### config.mk
export PLATFORM = sky130hd
export DESIGN_NAME = cx_branch_unit
export DESIGN_NICKNAME = d
export VERILOG_FILES = /design/src/rtl/cx_pkg.sv /design/src/rtl/cx_cond_eval.sv /design/src/rtl/cx_target.sv /design/src/rtl/cx_branch_unit.sv
export SDC_FILE = /design/constraint.sdc
export NUM_CORES = 1
export LEC_CHECK = 0
export BUFFER_PORTS_ARGS = -buffer_cell sky130_fd_sc_hd__buf_2
export CORE_MARGIN = 8
export CORE_UTILIZATION = 57
export DETAILED_ROUTE_END_ITERATION = 10
export PLACE_DENSITY = 0.93
export SYNTH_ARGS = -nofsm -noshare
export SYNTH_HDL_FRONTEND = slang
export SYNTH_SLANG_ARGS = --single-unit
### constraint.sdc
create_clock -name clk -period 4 [get_ports clk]
set_input_delay 0.2 -clock clk [delete_from_list [all_inputs] [get_ports clk]]
set_output_delay 0.2 -clock clk [all_outputs]
set_load 0.1 [all_outputs]
### src/rtl/cx_pkg.sv
package cx_pkg;
    typedef enum logic [1:0] {
        IC_PLAIN  = 2'd0,
        IC_BRANCH = 2'd1,
        IC_BLINK  = 2'd2,
        IC_RETURN = 2'd3
    } iclass_t;

    typedef enum logic {
        ST_INIT = 1'b0,
        ST_RUN  = 1'b1
    } cx_state_t;

    localparam int unsigned FLAG_N = 3;
    localparam int unsigned FLAG_Z = 2;
    localparam int unsigned FLAG_C = 1;
    localparam int unsigned FLAG_V = 0;

    localparam logic [3:0] CC_ALWAYS = 4'hE;
    localparam logic [3:0] CC_NEVER  = 4'hF;
endpackage

### src/rtl/cx_cond_eval.sv
// Condition test: codes 0..13 pair up as a base test and its inverse,
// selected by the low code bit; 14 and 15 are special.
module cx_cond_eval
    import cx_pkg::*;
#(
    parameter int unsigned CC_W = 4,
    parameter int unsigned FL_W = 4
) (
    input  logic [CC_W-1:0] cond,
    input  logic [FL_W-1:0] flags,
    output logic            pass,
    output logic            reserved
);
    localparam int unsigned NPAIRS = 7;

    logic n_f, z_f, c_f, v_f;
    logic [NPAIRS-1:0] base;

    assign n_f = flags[FLAG_N];
    assign z_f = flags[FLAG_Z];
    assign c_f = flags[FLAG_C];
    assign v_f = flags[FLAG_V];

    assign base[0] = z_f;
    assign base[1] = c_f;
    assign base[2] = n_f;
    assign base[3] = v_f;
    assign base[4] = c_f & ~z_f;
    assign base[5] = ~(n_f ^ v_f);
    assign base[6] = ~z_f & ~(n_f ^ v_f);

    logic [2*NPAIRS-1:0] per_code;

    genvar gi;
    generate
        for (gi = 0; gi < NPAIRS; gi++) begin : g_pair
            assign per_code[2*gi]   = base[gi];
            assign per_code[2*gi+1] = ~base[gi];
        end
    endgenerate

    always_comb begin
        reserved = (cond == CC_NEVER);
        if (cond == CC_ALWAYS)
            pass = 1'b1;
        else if (cond == CC_NEVER)
            pass = 1'b0;
        else
            pass = per_code[cond];
    end
endmodule

### src/rtl/cx_target.sv
// PC-relative target: sign-extend the word offset, scale by four, add.
module cx_target #(
    parameter int unsigned XLEN  = 32,
    parameter int unsigned OFF_W = 24
) (
    input  logic [XLEN-1:0]  base_pc,
    input  logic [OFF_W-1:0] offset,
    output logic [XLEN-1:0]  target,
    output logic [XLEN-1:0]  seq_pc
);
    localparam int unsigned EXT_W = XLEN - OFF_W - 2;

    logic [XLEN-1:0] byte_off;

    assign byte_off = {{EXT_W{offset[OFF_W-1]}}, offset, 2'b00};
    assign target   = base_pc + byte_off;
    assign seq_pc   = base_pc + XLEN'(4);
endmodule

### src/rtl/cx_branch_unit.sv
module cx_branch_unit
    import cx_pkg::*;
#(
    parameter int unsigned    XLEN     = 32,
    parameter int unsigned    OFF_W    = 24,
    parameter logic [31:0]    RESET_PC = 32'h0
) (
    input  logic             clk,
    input  logic             rst_n,
    input  logic [3:0]       cond,
    input  logic [3:0]       flags,
    input  logic [1:0]       iclass,
    input  logic [OFF_W-1:0] offset,
    output logic             exec_en,
    output logic             rsv_cond,
    output logic [XLEN-1:0]  pc,
    output logic [XLEN-1:0]  next_pc,
    output logic             lr_we,
    output logic [XLEN-1:0]  lr_wdata,
    output logic [XLEN-1:0]  lr
);
    cx_state_t state_q, state_d;
    iclass_t   cls;
    logic      cc_pass, cc_rsv;
    logic [XLEN-1:0] tgt_pc, seq_pc;

    assign cls = iclass_t'(iclass);

    cx_cond_eval #(.CC_W(4), .FL_W(4)) u_cond (
        .cond    (cond),
        .flags   (flags),
        .pass    (cc_pass),
        .reserved(cc_rsv)
    );

    cx_target #(.XLEN(XLEN), .OFF_W(OFF_W)) u_tgt (
        .base_pc(pc),
        .offset (offset),
        .target (tgt_pc),
        .seq_pc (seq_pc)
    );

    // state register
    always_ff @(posedge clk or negedge rst_n) begin
        if (!rst_n)
            state_q <= ST_INIT;
        else
            state_q <= state_d;
    end

    // next state and outputs
    always_comb begin
        state_d  = state_q;
        exec_en  = 1'b0;
        rsv_cond = 1'b0;
        next_pc  = pc;
        lr_we    = 1'b0;
        lr_wdata = seq_pc;
        unique case (state_q)
            ST_INIT: begin
                state_d = ST_RUN;           // INIT_TO_RUN
            end
            ST_RUN: begin
                state_d  = ST_RUN;          // RUN_HOLD
                exec_en  = cc_pass;
                rsv_cond = cc_rsv;
                if (!cc_pass) begin
                    next_pc = seq_pc;
                end else begin
                    unique case (cls)
                        IC_PLAIN:  next_pc = seq_pc;
                        IC_BRANCH: next_pc = tgt_pc;
                        IC_BLINK: begin
                            next_pc = tgt_pc;
                            lr_we   = 1'b1;
                        end
                        IC_RETURN: next_pc = lr;
                    endcase
                end
            end
        endcase
    end

    always_ff @(posedge clk or negedge rst_n) begin
        if (!rst_n) begin
            pc <= XLEN'(RESET_PC);
            lr <= '0;
        end else begin
            pc <= next_pc;
            if (lr_we)
                lr <= lr_wdata;
        end
    end
endmodule

# Yosys cells after proc, flatten, opt, wreduce, memory -nomap -nowiden
# Index checks and enable logic that the tools add are counted.
# op_classes
add_sub_neg	2
muxes	12
n_reduce_logical	2
n_lt_le_gt_ge	1
n_eq_ne	5
bitwise_logic	10
# op_table
operator	count
$pmux W32 S3	1
$mux W32	2
$add A32 B3 Y32 const B	1
$add A32 B32 Y32	1
$eq A4 B4 Y1 const B	2
$mux W1	8
$not A1 Y1	7
$lt A4 B5 Y1 const B	1
$bmux W1 S4	1
$eq A2 B2 Y1 const B	2
$and A1 B1 Y1	2
$eq A2 B1 Y1 const B	1
$logic_not A2 Y1	1
$reduce_or A2 Y1	1
$xor A1 B1 Y1	1
# totals
reg_bits	65
out_inout_bits	131
in_bits	36

# Depth between registers and ports, before layout
# Gate-level depths: netlist of the first run.
# logic_depth
depth_word	10
mapped_depth	11
depth_no_buf	11

# Cells and area by module
# From an unflattened synthesis of the first run, not the netlist that was laid out.
# unflattened
hier_cells	584
hier_area_um2	5248.8
# modules_own_cells
module	cells_per_inst	area_each_um2	n_inst	seq_area_each_um2
cx_branch_unit	259	2937.8	1	1626.6
cx_target	301	2130.8	1	0.0
cx_cond_eval	24	180.2	1	0.0

# Least setup slack after synthesis of the first run
# No wires, ideal clock.
# synth_path
path_kind	reg2reg
start	register pc[3]
end	register pc[18]
arrival_ps	6408
path_buffers	0
synth_period_minus_slack_ps	6770
stages_incl_launch_ff	9
setup_slack_ps	-2770
path_cell_list	dfrtp_1 ha_1 and2_1 nand4_1 nor2_1 nand3_1 xnor2_1 nor2_1 a211oi_1
# synth_via
elab_chain_cells	4
# synth_lines
item	line	rtl
from (decl)	cx_branch_unit.sv:16	output logic [XLEN-1:0] pc,
from (signal assigned)	cx_branch_unit.sv:86	pc <= XLEN'(RESET_PC);
from (signal assigned)	cx_branch_unit.sv:89	pc <= next_pc;
$add A32 B3 Y32 (*)	cx_target.sv:17	assign seq_pc = base_pc + XLEN'(4);
net lr_wdata[18]	cx_branch_unit.sv:19	output logic [XLEN-1:0] lr_wdata,
$pmux W32 S3	cx_branch_unit.sv:70	unique case (cls)
$mux W32 (*)	cx_branch_unit.sv:67	if (!cc_pass) begin
$mux W32 (*)	cx_branch_unit.sv:59	unique case (state_q)
net next_pc[18]	cx_branch_unit.sv:17	output logic [XLEN-1:0] next_pc,
# Mark *: on every way through the listed nets, which the timed path passes. The rest lies on a longest branch.
# A chain may end at the register's enable or synchronous reset.

# Worst setup path after layout of the first run
# layout_path
start	register pc[10]
end	output next_pc[21]
# layout_via
elab_chain_cells	4
# layout_lines
item	line
$add A32 B32 Y32 or $add A32 B3 Y32 (tied branches)	cx_target.sv:16, cx_target.sv:17
$pmux W32 S3	cx_branch_unit.sv:70
$mux W32 (*)	cx_branch_unit.sv:67
$mux W32 (*)	cx_branch_unit.sv:59
to (decl)	cx_branch_unit.sv:17
# Every way passes the cells marked *; elsewhere a longest branch is shown, timed or not.

==> results of run 1 <==
stage by stage:
stage | utilization | TNS (ns)
after floorplan | - | -0.00368
after global placement | 0.708 | 0
after detailed placement | 0.708 | 0
after CTS | 0.728 | 0
after global routing | 0.731 | 0
final | 0.731 | 0
cell type report:
type                            count  area (sq um)
Clock buffer                       14           173
Clock inverter                      2          12.5
Fill cell                         735          2610
Inverter                           24          90.1
Multi-Input combinational cell    531          4000
Sequential cell                    65          1650
Tap cell                          133           166
Timing Repair Buffer              179           986
per-layer routing:
| metal | GRT usage | up-vias |
|---|---|---|
| met2 | 0.501 | 399 |
| met4 | 0.124 | 0 |
| met3 | 0.0725 | 77 |
| li1 | - | 2783 |
| met1 | 0.364 | 2972 |
| met5 | 0 | - |
final timing paths:
check                      depth (start not counted)               from                end
setup / recovery                                  10   pc[10]$_DFF_PN0_        next_pc[21]
hold / removal                                     4         offset[23]   pc[31]$_DFF_PN0_
setup reg to reg                                  11    pc[2]$_DFF_PN0_   pc[24]$_DFF_PN0_
hold reg to reg                                    1  lr[9]$_DFFE_PN0P_  lr[9]$_DFFE_PN0P_
max in group asynchronous                          3              rst_n   pc[18]$_DFF_PN0_
min in group asynchronous                          2              rst_n   pc[12]$_DFF_PN0_
layout by cell type, fill, tap and decap left out, types with 10 or more instances in the layout:
cell / instances
nand3_1: 25
buf_2: 159
buf_4: 12
nand4_1: 15
nand2_1: 49
dfrtp_2: 17
and3_1: 12
a31oi_1: 12
inv_1: 24
xnor2_1: 22
a21oi_1: 45
a21o_1: 10
o21ai_0: 41
xor2_1: 14
clkbuf_8: 12
nor2_1: 47
dfrtp_1: 48
ha_1: 33
a221oi_1: 15
mux2_1: 27
worst max-delay path: cells and delay by family, from the launching register on:
| family | cells | cell delay, ns |
|---|---|---|
| flip-flops | 1 | 0.46 |
| AND/OR/NAND/NOR | 2 | 0.35 |
| AO/OA/AOI/OAI | 5 | 1.54 |
| buffers and inverters | 1 | 0.39 |
| adder cells (fa/ha/maj) | 1 | 0.39 |
| XOR/XNOR | 1 | 0.15 |
registers in the layout, indices dropped and copies added, names as in the netlist:
name,count
lr,32
pc,32
state_q,1
cells by family after synthesis:
logic type               after synthesis  share of synthesized area
multiplexers                          35                     0.0716
AO/OA/AOI/OAI                        206                      0.245
buffers and inverters                 65                     0.0528
other                                  1                   0.000668
flip-flops                            65                      0.290
XOR/XNOR                              49                     0.0765
adder cells (fa/ha/maj)               34                     0.0771
AND/OR/NAND/NOR                      206                      0.187
repair_timing:
action,CTS,global route
setup endpoints to repair,0,9
hold endpoints to repair,15,0
resized for setup,0,7
hold buffers,1,0
==> impl_metrics.py, run 1 <==
metrics = {
    "yosys": {
        "syn-instance-count": 661,
        "synth_edf_count": 0,
        "synthArstFlopShare": 1.00,
        "syn_avg_cell_area_sq_um": 8.49,
        "ys_seq_elements": 65,
        "yosysMostFrequentCell": "dfrtp_1",
        "synth_area_leader_cell": "dfrtp_1",
        "ys.flop_type": "dfrtp_1",
        "synth_top_cell_area_share": 0.290,
        "synth_common_cells": "65 x dfrtp_1, 49 x a21oi_1, 49 x nand2_1",
        "syn-num-nets": 731,
        "synth.distinct_cells": 69,
        "synth_area_sq_um": 5610,
        "synth.area.top_cells": "dfrtp_1 29%, ha_1 7.4%, mux2_1 5.4%",
        "yosysWarnings": 0,
        "yosysSeqAreaShare": 0.290,
    },
    "clock_tree": {
        "cts_buffers": 9,
        "tritoncts": "yes",
        "clk_pin_slew_worst_paths_ns": 0.08,
        "post-cts-setup-buffer-count": 0,
        "clockBufferDepth": 2,
        "cts_max_level": 3,
        "insertion_delay_ns": 0.37,
        "root_buffer": "clkbuf_8",
        "cts.sinks": 65,
    },
    "detailed_routing": {
        "totalWireLength_um": 20100,
        "wl_met2_um": 9470,
        "vias_per_cell": 6.57,
        "firstDrtPassIters": 6,
        "wl_met3_um": 1940,
        "drc": 0,
        "wl_met1_um": 8070,
        "postRouteAntennaNets": 0,
        "routed.top_layer": "met4",
        "drt_iter0_drc": 439,
        "routedWlPerCell_um": 21.2,
        "route.vias.total": 6231,
    },
    "placement": {
        "place.detailed.hpwl_um": 15400,
        "place_ws_ns": 0.486,
        "globalplace.congestion": 0.977,
        "port_buffers": 166,
        "placed_area_sq_um": 6860,
        "placed_cells": 931,
    },
    "critical_path": {
        "crit_fanout": 9,
        "critical_path.cell_chain": "ha_1 > a211oi_1 > nor2_1 > o311ai_0 > nand3_1 > a21oi_1 > xnor2_1 > a221oi_1 > a311oi_4 > clkbuf_4",
        "start_kind": "register",
        "required_ns": 3.80,
        "cp_slowest_stage_delay_ns": 0.48,
        "reg2reg_slack_ns": 0.89,
        "critPathKind": "reg -> out",
        "critPathCaptureType": "primary output",
        "cp_slowest_cell": "o311ai_0",
        "cp.arrival_ns": 3.66,
    },
    "timing": {
        "worst_pin_slew_ns": 1.08,
        "rsz0062_at_grt": "no",
        "final-hold-violation-count": 0,
        "fin_crit_ns": 3.86,
        "final.period_utilization": 0.965,
        "fmax_mhz": 259,
        "worst_slack_ns": 0.142,
        "slew_headroom": 0.280,
        "setup_viol": 0,
        "hold_slack_ns": 0.432,
        "clock_skew_ns": 0.0103,
        "drv_slew": 0,
    },
    "global_routing": {
        "grt_pass1_wl_um": 31800,
        "grt_max_degree": 40,
        "grt-ovfl-total": 0,
        "grt_pass1_vias": 6254,
        "antenna_found_initial": 0,
        "grt_use_total": 0.301,
    },
    "floorplan": {
        "chipWidth_um": 115,
        "initial_core_util": 0.580,
        "core_area_sq_um": 9680,
        "io_pins": 167,
        "dieHeight_um": 115,
        "dieArea_sq_um": 13300,
        "fp-row-count": 36,
    },
    "finish": {
        "nets": 880,
        "area_delta_synth_final_pct": 26.1,
        "diodes": 0,
        "layout-drive-gt1-share": 0.312,
        "finalNonFillerCells": 948,
        "fin_area_sq_um": 7080,
    },
    "run_status": {
        "status": "complete, no violations",
    },
    "job": {
        "cap_violations": 0,
    },
    "hold_path": {
        "hold_path.class": "in -> reg",
    },
}
Power of run 1 is not shown: default switching activity piles up to over one toggle a cycle in this logic, so the estimate is an artifact.
==> run 2: changes to the inputs <==
--- a/config.mk
+++ b/config.mk
@@ -9,7 +9,7 @@
 export CORE_MARGIN = 8
 export CORE_UTILIZATION = 57
 export DETAILED_ROUTE_END_ITERATION = 10
-export PLACE_DENSITY = 0.93
+export PLACE_DENSITY = 0.89
 export SYNTH_ARGS = -nofsm -noshare
 export SYNTH_HDL_FRONTEND = slang
 export SYNTH_SLANG_ARGS = --single-unit
==> impl_metrics.py, run 2 (synthesized netlist as in run 1, its figures left out) <==
metrics = {
    "detailed_routing": {
        "totalWireLength_um": 21000,
        "postRouteAntennaNets": 0,
        "vias_per_cell": 6.53,
        "drc": 0,
        "routedWlPerCell_um": 22.1,
        "route.vias.total": 6199,
        "firstDrtPassIters": 5,
        "drt_iter0_drc": 569,
    },
    "placement": {
        "globalplace.congestion": 0.970,
        "place_ws_ns": 0.451,
        "port_buffers": 166,
        "place.detailed.hpwl_um": 15600,
    },
    "timing": {
        "worst_pin_slew_ns": 0.953,
        "slew_headroom": 0.363,
        "worst_slack_ns": 0.148,
        "drv_slew": 0,
        "rsz0062_at_grt": "no",
        "final-hold-violation-count": 0,
        "setup_viol": 0,
        "final.period_utilization": 0.963,
        "clock_skew_ns": 0.0153,
        "fin_crit_ns": 3.85,
        "fmax_mhz": 260,
    },
    "critical_path": {
        "cp.arrival_ns": 3.65,
        "r2r_start": "pc[2]$_DFF_PN0_",
        "critPathKind": "reg -> out",
        "reg2reg_slack_ns": 0.79,
        "worst_r2r_endpoint": "pc[24]$_DFF_PN0_",
        "required_ns": 3.80,
        "crit_fanout": 6,
        "critPathCaptureType": "primary output",
        "rr_worst_depth": 11,
        "start_kind": "register",
    },
    "finish": {
        "seq_area_sq_um": 1650,
        "final_common_cell": "buf_2",
        "largest_registers": "lr: 32 flops, pc: 32 flops, state_q: 1 flops",
        "diodes": 0,
        "final_cell_mix": "161 x buf_2, 49 x nand2_1, 48 x dfrtp_1, 47 x nor2_1, 46 x a21oi_1",
        "nets": 881,
        "layout-drive-gt1-share": 0.314,
        "fillers": 764,
        "multi_input_area_sq_um": 4000,
        "area_delta_synth_final_pct": 26.3,
    },
    "clock_tree": {
        "tritoncts": "yes",
        "post-cts-setup-buffer-count": 0,
        "cts.sinks": 65,
        "cts_max_level": 3,
        "hold_buffers": 0,
        "clk_pin_slew_worst_paths_ns": 0.07,
        "insertion_delay_ns": 0.38,
        "cts_buffers": 9,
        "clockBufferDepth": 2,
        "root_buffer": "clkbuf_8",
    },
    "global_routing": {
        "grt_pass1_wl_um": 33000,
        "grt_use_total": 0.315,
        "grt_pass1_vias": 6272,
        "grt-ovfl-total": 0,
        "grt_max_degree": 66,
        "antenna_found_initial": 0,
    },
    "floorplan": {
        "dieArea_sq_um": 13300,
        "fp-row-count": 36,
        "core_area_sq_um": 9680,
        "chipWidth_um": 115,
        "initial_core_util": 0.580,
        "dieHeight_um": 115,
        "io_pins": 167,
    },
    "hold_path": {
        "hold_path.class": "in -> async",
    },
    "job": {
        "cap_violations": 0,
    },
    "run_status": {
        "status": "complete, no violations",
    },
}
==> run 2: cell types whose count changed in the layout (fill, tap and decap cells not counted), sizes merged <==
cell,previous run,this run
clkbuf,18,12
bufinv,0,1
clkinvlp,1,2
clkinv,1,2
dlygate4sd3,1,0
buf,174,179
==> run 2: what timing repair did <==
item / 4_1_cts / 5_1_grt
setup endpoints to repair: 0 / 8
endpoints found under the hold margin: 0 / 0
resized for setup: 0 / 5
==> run 2: metal layers <==
layer | up-vias | global-route usage | share of wire
met4 | 0 | 0.134 | 0.027
met5 | - | 0 | 0
li1 | 2784 | - | -
met2 | 350 | 0.523 | 0.48
met1 | 3014 | 0.391 | 0.41
met3 | 51 | 0.0609 | 0.086
==> run 2: worst max path at each step <==
| stage | from | endpoint | slack [ns] | cells after the start |
|---|---|---|---|---|
| 2_1_floorplan | pc[6]$_DFF_PN0_ | pc[14]$_DFF_PN0_ | -0.004 | 8 |
| 3_3_place_gp | pc[2]$_DFF_PN0_ | next_pc[16] | 0.60 | 12 |
| 3_5_place_dp | pc[2]$_DFF_PN0_ | next_pc[16] | 0.45 | 12 |
| 4_1_cts | pc[2]$_DFF_PN0_ | next_pc[16] | 0.01 | 12 |
| 5_1_grt | pc[2]$_DFF_PN0_ | next_pc[16] | 0.008 | 12 |
| 6_report | pc[2]$_DFF_PN0_ | next_pc[24] | 0.15 | 12 |
==> run 2: layout make-up <==
cell class | instances | area share
clock buffer | 11 | 0.0200
clock inverter | 5 | 0.00777
inverter | 24 | 0.0127
multi-input combinational | 531 | 0.564
sequential | 65 | 0.233
tap | 133 | 0.0235
timing repair buffer | 180 | 0.139
==> run 2: critical path: stages, from the launching register on <==
cell and delay (ns):
dfrtp_2 0.42, ha_1 0.20, inv_1 0.06, fa_1 0.40
nand2b_1 0.18, a21oi_1 0.23, o21ai_0 0.20, a31oi_2 0.35
a221o_1 0.37, mux2i_1 0.23, a21oi_1 0.09, a221o_1 0.36
buf_12 0.19
==> run 2: through the flow <==
step | cells | TNS [ns] | hold slack, ns | area, sq um | util
global route | 949 | 0 | 0.108 | 7090 | 0.732
finish | 949 | 0 | 0.0166 | 7090 | 0.732
CTS | 949 | 0 | 0.0401 | 7070 | 0.730
global placement | 933 | 0 | 0.424 | 6870 | 0.710
detailed placement | 933 | 0 | 0.447 | 6870 | 0.710
floorplan | 661 | -0.00368 | -0.0956 | 5920 | -
Power of run 2 is left out for the same reason.
